[src/rtl/cfg_rd_pkg.sv]
package cfg_rd_pkg;
  typedef enum logic {
    MODE_SER = 1'b0,
    MODE_PAR = 1'b1
  } rd_mode_e;

  localparam int LANES = 8;
endpackage

[src/rtl/cfg_rd_array.sv]
module cfg_rd_array #(
  parameter int DEPTH = 64,
  parameter int DW    = 8
) (
  input  logic                     clk,
  input  logic                     wr_en,
  input  logic [$clog2(DEPTH)-1:0] wr_addr,
  input  logic [DW-1:0]            wr_data,
  input  logic [$clog2(DEPTH)-1:0] rd_addr,
  output logic [DW-1:0]            rd_data
);
  logic [DW-1:0] mem [DEPTH];

  // Single write port, registered read: maps onto one block RAM.
  always_ff @(posedge clk) begin
    if (wr_en) mem[wr_addr] <= wr_data;
    rd_data <= mem[rd_addr];
  end
endmodule

[src/rtl/cfg_rd_seq.sv]
module cfg_rd_seq
  import cfg_rd_pkg::*;
#(
  parameter int DEPTH = 64
) (
  input  logic                       clk,
  input  logic                       rst,
  input  logic                       ce_n,
  input  logic                       oe_rst_n,
  input  rd_mode_e                   mode,
  output logic [$clog2(DEPTH)+2:0]   pos,
  output logic                       past_end,
  output logic [$clog2(DEPTH)-1:0]   fetch_addr,
  output logic [2:0]                 bit_sel
);
  localparam int AW = $clog2(DEPTH);
  localparam int CW = AW + 3;
  localparam logic [CW-1:0] LAST_PAR = CW'(DEPTH - 1);
  localparam logic [CW-1:0] LAST_SER = CW'(DEPTH * 8 - 1);

  logic          run;
  logic [CW-1:0] last_pos;
  logic          at_last;
  logic [CW-1:0] pos_nxt;
  logic          past_nxt;

  assign run      = !ce_n && oe_rst_n;
  assign last_pos = (mode == MODE_PAR) ? LAST_PAR : LAST_SER;
  assign at_last  = (pos == last_pos);

  always_comb begin
    if (rst || !run) begin
      pos_nxt  = '0;
      past_nxt = 1'b0;
    end else if (past_end || at_last) begin
      pos_nxt  = pos;
      past_nxt = 1'b1;
    end else begin
      pos_nxt  = pos + CW'(1);
      past_nxt = 1'b0;
    end
  end

  // Read-ahead: fetch the byte for the position taking effect at this edge.
  assign fetch_addr = (mode == MODE_PAR) ? pos_nxt[AW-1:0] : pos_nxt[AW+2:3];
  assign bit_sel    = pos[2:0];

  always_ff @(posedge clk) begin
    pos      <= pos_nxt;
    past_end <= past_nxt;
  end

  // a hold returns the position to location 0
  a_r3_hold_clears: assert property (@(posedge clk) disable iff (rst)
    (ce_n || !oe_rst_n) |=> (pos == '0 && !past_end));

  // one step per enabled edge until the end
  a_r1_single_step: assert property (@(posedge clk) disable iff (rst)
    (run && !past_end && !at_last) |=> (pos == $past(pos) + CW'(1) && !past_end));

  // beyond the end the position is frozen
  a_r4_frozen: assert property (@(posedge clk) disable iff (rst)
    (run && (past_end || at_last)) |=> (past_end && $stable(pos)));
endmodule

[src/rtl/cfg_rd_drive.sv]
module cfg_rd_drive
  import cfg_rd_pkg::*;
(
  input  logic             clk,
  input  logic             rst,
  input  logic             ce_n,
  input  logic             oe_rst_n,
  input  logic             past_end,
  input  rd_mode_e         mode,
  input  logic [2:0]       bit_sel,
  input  logic [LANES-1:0] cur_byte,
  output logic [LANES-1:0] dout,
  output logic [LANES-1:0] dout_en,
  output logic             ceo_n,
  output logic             standby
);
  logic active;

  assign active  = !ce_n && oe_rst_n && !past_end;
  assign ceo_n   = !(!ce_n && oe_rst_n && past_end);
  assign standby = ce_n;

  for (genvar g = 0; g < LANES; g++) begin : g_lane
    if (g == 0) begin : g_ser
      assign dout[g]    = (mode == MODE_PAR) ? cur_byte[g] : cur_byte[3'd7 - bit_sel];
      assign dout_en[g] = active;
    end else begin : g_par
      assign dout[g]    = (mode == MODE_PAR) ? cur_byte[g] : 1'b0;
      assign dout_en[g] = active && (mode == MODE_PAR);
    end
  end

  // no lane driven once the end is passed
  a_r4_released: assert property (@(posedge clk) disable iff (rst)
    past_end |-> (dout_en == '0));

  // chain enable only after the end
  a_r5_chain_qualified: assert property (@(posedge clk) disable iff (rst)
    !ceo_n |-> (past_end && dout_en == '0));

  // serial mode uses lane 0 only
  a_r6_one_lane: assert property (@(posedge clk) disable iff (rst)
    (mode == MODE_SER) |-> ($countones(dout_en) <= 1 && dout_en[LANES-1:1] == '0));

  // parallel mode drives all lanes or none
  a_r7_all_lanes: assert property (@(posedge clk) disable iff (rst)
    (mode == MODE_PAR) |-> ($countones(dout_en) == 0 || $countones(dout_en) == LANES));
endmodule

[src/rtl/cfg_stream_reader.sv]
module cfg_stream_reader
  import cfg_rd_pkg::*;
#(
  parameter int DEPTH = 64
) (
  input  logic                     clk,
  input  logic                     rst,
  input  logic                     ce_n,
  input  logic                     oe_rst_n,
  input  logic                     cfg_we,
  input  logic                     cfg_par,
  input  logic                     ld_we,
  input  logic [$clog2(DEPTH)-1:0] ld_addr,
  input  logic [7:0]               ld_data,
  output logic [7:0]               dout,
  output logic [7:0]               dout_en,
  output logic                     ceo_n,
  output logic                     standby
);
  localparam int AW = $clog2(DEPTH);
  localparam int CW = AW + 3;

  rd_mode_e          mode_q;
  logic [CW-1:0]     pos;
  logic              past_end;
  logic [AW-1:0]     fetch_addr;
  logic [2:0]        bit_sel;
  logic [LANES-1:0]  cur_byte;

  always_ff @(posedge clk) begin
    if (rst)         mode_q <= MODE_SER;
    else if (cfg_we) mode_q <= rd_mode_e'(cfg_par);
  end

  // mode is serial right after reset
  a_r8_serial_default: assert property (@(posedge clk) disable iff (rst)
    $past(rst) |-> (mode_q == MODE_SER));

  cfg_rd_seq #(.DEPTH(DEPTH)) u_seq (
    .clk        (clk),
    .rst        (rst),
    .ce_n       (ce_n),
    .oe_rst_n   (oe_rst_n),
    .mode       (mode_q),
    .pos        (pos),
    .past_end   (past_end),
    .fetch_addr (fetch_addr),
    .bit_sel    (bit_sel)
  );

  cfg_rd_array #(.DEPTH(DEPTH), .DW(LANES)) u_array (
    .clk     (clk),
    .wr_en   (ld_we),
    .wr_addr (ld_addr),
    .wr_data (ld_data),
    .rd_addr (fetch_addr),
    .rd_data (cur_byte)
  );

  cfg_rd_drive u_drive (
    .clk      (clk),
    .rst      (rst),
    .ce_n     (ce_n),
    .oe_rst_n (oe_rst_n),
    .past_end (past_end),
    .mode     (mode_q),
    .bit_sel  (bit_sel),
    .cur_byte (cur_byte),
    .dout     (dout),
    .dout_en  (dout_en),
    .ceo_n    (ceo_n),
    .standby  (standby)
  );
endmodule

[config.mk]
export PLATFORM = sky130hd
export DESIGN_NAME = cfg_stream_reader
export DESIGN_NICKNAME = d
export VERILOG_FILES = /design/src/rtl/cfg_rd_pkg.sv /design/src/rtl/cfg_rd_array.sv /design/src/rtl/cfg_rd_seq.sv /design/src/rtl/cfg_rd_drive.sv /design/src/rtl/cfg_stream_reader.sv
export SDC_FILE = /design/constraint.sdc
export NUM_CORES = 1
export LEC_CHECK = 0
export ABC_AREA = 1
export BUFFER_PORTS_ARGS = -buffer_cell sky130_fd_sc_hd__buf_4
export CAP_MARGIN = 25
export CORE_MARGIN = 10
export CORE_UTILIZATION = 50
export DETAILED_ROUTE_END_ITERATION = 12
export GPL_TIMING_DRIVEN = 0
export PLACE_DENSITY = 0.66
export SLEW_MARGIN = 20
export SYNTH_ARGS = -nofsm -noshare
export SYNTH_HDL_FRONTEND = slang
export SYNTH_HIERARCHICAL = 1
export SYNTH_SLANG_ARGS = --single-unit
[constraint.sdc]
create_clock -name clk -period 3.2 [get_ports clk]
set_input_delay 0.64 -clock clk [delete_from_list [all_inputs] [get_ports clk]]
set_output_delay 0.64 -clock clk [all_outputs]
set_load 0.1 [all_outputs]
**After elaboration in Yosys (flattened, before gate mapping)**

Memories as Yosys holds them, arrays and structs flattened. A register that Yosys moved wholly into a read port is not among the register bits.
Index checks and enable logic that the tools add are counted.

- Register bits after elaboration: 11
- Memory bits (writable): 512
- Logic and storage cells: 35
- Memories kept: 1

Memory list:

| memory | depth | bits a word | read ports | clocked after Yosys merged registers in | wr ports | RTL line | text |
|---|---|---|---|---|---|---|---|
| u_array.mem | 64 | 8 | 1 | 1 | 1 | cfg_rd_array.sv:12 | `logic [DW-1:0] mem [DEPTH];` |

- Add/sub/neg operators: 2
- $lt $le $gt $ge: 1
- Equality and inequality tests: 1
- Multiplexer cells: 17
- Reduce and logical (&&, ||, !) cells: 10

Operators with widths:

| kind | count |
|---|---|
| 9-bit 2-to-1 mux | 3 |
| 1-bit 2-to-1 mux | 12 |
| 9-bit by 1-bit adder with 9-bit output (second input constant) | 1 |
| 9-bit == test | 1 |
| 6-bit 2-to-1 mux | 1 |
| 1-bit logical AND | 4 |
| 1-bit zero test | 4 |
| 3-bit by 4-bit < comparator with 1-bit output (second input constant) | 1 |
| 1-bit binary-select mux with 3-bit select | 1 |
| 3-bit subtractor (first input constant) | 1 |
| 1-bit logical OR | 2 |

**Longest topological paths before layout**

- Depth after elaboration: 6
- Mapped depth: 21
- Gate-level depth less buffers: 18

**Modules after synthesis**

Netlist, hierarchy kept.

By module, submodules not included:

| module | instances | cells each | area each (µm²) | seq. area each (µm²) |
|---|---|---|---|---|
| cfg_rd_array | 1 | 1805 | 21339.2 | 15534.9 |
| cfg_rd_seq | 1 | 117 | 753.2 | 200.2 |
| cfg_rd_drive | 1 | 55 | 256.5 | 0.0 |
| cfg_stream_reader | 1 | 7 | 45.0 | 20.0 |

**Least setup slack after synthesis**

No wires, ideal clock.

- Kind: input -> output
- Start point: input port ce_n
- End point: output port dout_en[2]
- Data arrival time: 4.711 ns
- Path slack: -2.151 ns
- Cell stages on the path: 2
- Path buffers: 1
- Cells stage by stage: nor4_1 buf_4

- Word-level cells in the longest chain between the ends: 4

Ends and longest elaborated chain:

| item | RTL line | text |
|---|---|---|
| from (decl) | cfg_stream_reader.sv:8 | `input logic ce_n,` |
| 1-bit zero test | cfg_rd_drive.sv:19 | `assign active = !ce_n && oe_rst_n && !past_end;` |
| 1-bit logical AND (2 in series) | cfg_rd_drive.sv:19 |  |
| 1-bit logical AND | cfg_rd_drive.sv:29 | `assign dout_en[g] = active && (mode == MODE_PAR);` |
| to (decl) | cfg_stream_reader.sv:16 | `output logic [7:0] dout_en,` |

Every way passes these cells.

**Final worst setup path**

- Start point: register u_seq.pos[1]
- End point: register u_array.rd_data[5], read port of u_array.mem

- Word-level cells in the longest chain between the ends: 5
- Elaborated cells on any way between the ends: 6

Ends and longest elaborated chain:

| item | RTL line | text |
|---|---|---|
| from (decl) | cfg_rd_seq.sv:11 | `output logic [$clog2(DEPTH)+2:0] pos,` |
| from (signal assigned) | cfg_rd_seq.sv:49 | `pos <= pos_nxt;` |
| parallel branches: the longest is 2 deep, another holds 9-bit by 1-bit adder with 9-bit output | -- |  |
| 9-bit 2-to-1 mux (*) | cfg_rd_seq.sv:35 | `end else if (past_end \|\| at_last) begin` |
| 9-bit 2-to-1 mux (*) | cfg_rd_seq.sv:32 | `if (rst \|\| !run) begin` |
| 6-bit 2-to-1 mux (*) | cfg_rd_seq.sv:45 | `assign fetch_addr = (mode == MODE_PAR) ? pos_nxt[AW-1:0] : pos_nxt[AW+2:3];` |
| net fetch_addr[1] | cfg_stream_reader.sv:26 | `logic [AW-1:0] fetch_addr;` |
| to (decl) | cfg_rd_array.sv:10 | `output logic [DW-1:0] rd_data` |

Mark *: on every way through the listed nets, which the timed path passes.
A chain may end at the register's enable or synchronous reset.

==> impl_metrics.tcl <==
set metrics [dict create \
    grt_util_met1_pct 32.07 \
    fin_worst_skew_ns 0.02456 \
    cts.path.max_buffers 3 \
    cellPowerDensity_nw_per_um2 556.2 \
    timing.critical_path.from_type "flop" \
    required_ns 3.64 \
    finalMaxSlewViolations 0 \
    area_growth_syn_to_layout_pct 13.09 \
    fin_tns_setup_ns 0 \
    wl_um 64180 \
    drive_gt1_share_pct 12.38 \
    swShare_pct 20.74 \
    critical_path.max_stage_delay_ns 0.39 \
    slew_headroom_pct 26.77 \
    min-delay-path-class "in -> reg" \
    post_synth_inst_count 1981 \
    ant_nets 0 \
    initialDrtViolationCount 1915 \
    internal_power_uw 11150 \
    busiest_grt_layer "met2" \
    grt_antenna_before_repair 1 \
    cp_slowest_cell "dfxtp_4" \
    gr-usage-met2_pct 37.46 \
    gpl.final_weighted_congestion 0.9451 \
    worst-slew-pin-transition_ns 1.094 \
    num_vias 15790 \
    hold_start "rst" \
    critical_path.startpoint "u_seq/pos[1]$_DFF_P_" \
    gr-usage-all-layers_pct 23.55 \
    drv.max_cap_violation_count 0 \
    cts_root_buffer "clkbuf_16" \
    cts-buffers-inserted 52 \
    total_leakage_power_uw 0.009273 \
    boundaryPins 39 \
    period_share_pct 97.90 \
    avgViaCountPerCell 5.810 \
    combPwrFrac_pct 3.4 \
    gr-total-overflow 0 \
    net_count_after_synthesis 2003 \
    design.final.nets 2107 \
    post_cts_hold_buffer_count 0 \
    outcome "finished, final reports clean" \
    drt-pass1-iter-count 6 \
    synth.avg_cell_area_um2 11.29 \
    timing.rr.start "u_seq/pos[1]$_DFF_P_" \
    numPortBuffers 34 \
    cts_tree "done" \
    clk_latency_ns 0.61 \
    finalHoldViolCount 0 \
    dieWidth_um 231.5 \
    dp.final_hpwl_um 42170 \
    fp.coreArea_um2 44220 \
    setup_viol 0 \
    timing.critical_path.fanout_max 10 \
    placement_row_count 77 \
    cts.sinks 531 \
    cpMostUsedCell "nand3_1" \
    yosysWarnings 6 \
    finalWorstPathRequiredPeriod_ns 3.133 \
    initial_core_utilization_pct 50.59 \
    hold_slack_ns 0.2981 \
    grt_start_max_net_pins 65 \
    floorplan.die_area_um2 53600 \
    type_of_destination_of_the_critical_path "flop" \
    worstPathArrival_ns 3.58 \
    clkSlewWorstSetupHoldPaths_ns 0.06 \
    met3_usage_pct 3.946 \
    grt_pass1_wl_um 93720 \
    fp.dieH_um 231.5 \
    remaining_drc_errors 0 \
    cts_htree_levels 2 \
    achievable-frequency_ghz 0.3192 \
    worstPathCellList "ha_4, nand3_2, nor2_4, nand3_4, nand3_1, nand2_2, nand3_1, nand2_1, inv_1, buf_4, buf_4, nand3_1, nand3_1, nand2_1, nand2_1, nand3_1, nand3_1, nand2_1" \
    max-vdd-ir-drop_uv 389.7 \
    criticalPathCategory "reg -> reg" \
    p_seq_share_pct 54.6 \
    mappedNetlistArea_um2 22370 \
    clockPowerShare_pct 42.0 \
    fill_cells 3587 \
    power_switching_uw 2918 \
    first_global_vias 14820 \
    wire_per_inst_um 23.62 \
]
-- layout make-up --
type	instances	area (um^2)	area share, %
antenna	1	2.502	0.009891
tap	592	740.7	2.928
clock buffer	66	1396	5.519
sequential	531	15770	62.31
timing repair buffer	49	355.3	1.405
buffer	124	950.9	3.759
clock inverter	27	229.0	0.9050
multi-input combinational	1286	5700	22.53
inverter	41	158.9	0.6281
-- flip-flops by register name, summed over array words and instances (netlist names) --
register         count
u_seq/pos            9
u_seq/past_end       1
u_array/rd_data      8
u_array/mem        512
mode_q               1
-- layout by cell type, fill, tap and decap left out, drive strengths merged --
cell,instances
and3,1
nor3,2
clkbuf,82
nor4,9
nor2,69
o21ai,1
a21oi,7
dfxtp,19
nand4,13
bufinv,4
edfxtp,512
clkinvlp,1
inv,40
nand3,465
xor2,2
buf,157
diode,1
xnor2,1
nand3b,4
ha,1
nand2,711
clkinv,23
-- layer usage --
layer,wire [um],up-vias
met5,0,-
met1,25470,7674
met2,30020,876
met3,6594,130
met4,2094,0
li1,-,7105
-- per-stage QoR --
| stage | power (uW) | setup WS (ns) | instances | utilization [%] | instance area, um^2 |
|---|---|---|---|---|---|
| final | 14070 | 0.06705 | 2717 | 57.21 | 25300 |
| after global routing | 14440 | -0.02335 | 2716 | 57.21 | 25300 |
| after CTS | 14140 | -0.001794 | 2710 | 56.94 | 25180 |
| after detailed placement | 8304 | -0.5654 | 2615 | 53.10 | 23480 |
| after global placement | 8288 | -0.5589 | 2607 | 52.88 | 23380 |
| after floorplan | 8061 | 0.2166 | 1981 | - | 22390 |
-- power groups by stage --
stage / registers (uW) / clock network [uW] / logic (uW)
detailed placement: 7830 / 0 / 474
CTS: 7680 / 5980 / 476
global placement: 7830 / 0 / 459
floorplan: 7830 / 0 / 236
global route: 7680 / 6240 / 517
finish: 7680 / 5910 / 484
-- worst max-delay path, delay by kind of cell (launching register included) --
family	cells	cell delay, ns
adders and majority gates	1	0.16
buffers and inverters	3	0.62
DFF	1	0.39
and+or+nand+nor	14	1.80
-- timing repair --
action,4_1_cts,5_1_grt
gates resized for setup,29,17
setup buffers,1,5
pin swaps,0,1
gates cloned,1,0
setup endpoints to repair,8,8
-- worst paths after layout --
| path | endpoint | cells after the start | slack, ns |
|---|---|---|---|
| max | u_array/rd_data[5]$_DFF_P_ | 18 | 0.07 |
| min | mode_q$_SDFFE_PP0P_ | 4 | 0.30 |
| max reg2reg | u_array/rd_data[5]$_DFF_P_ | 18 | 0.07 |
| min reg2reg | u_seq/pos[7]$_DFF_P_ | 2 | 0.54 |
No activity file was read; power rests on OpenSTA's default activity.
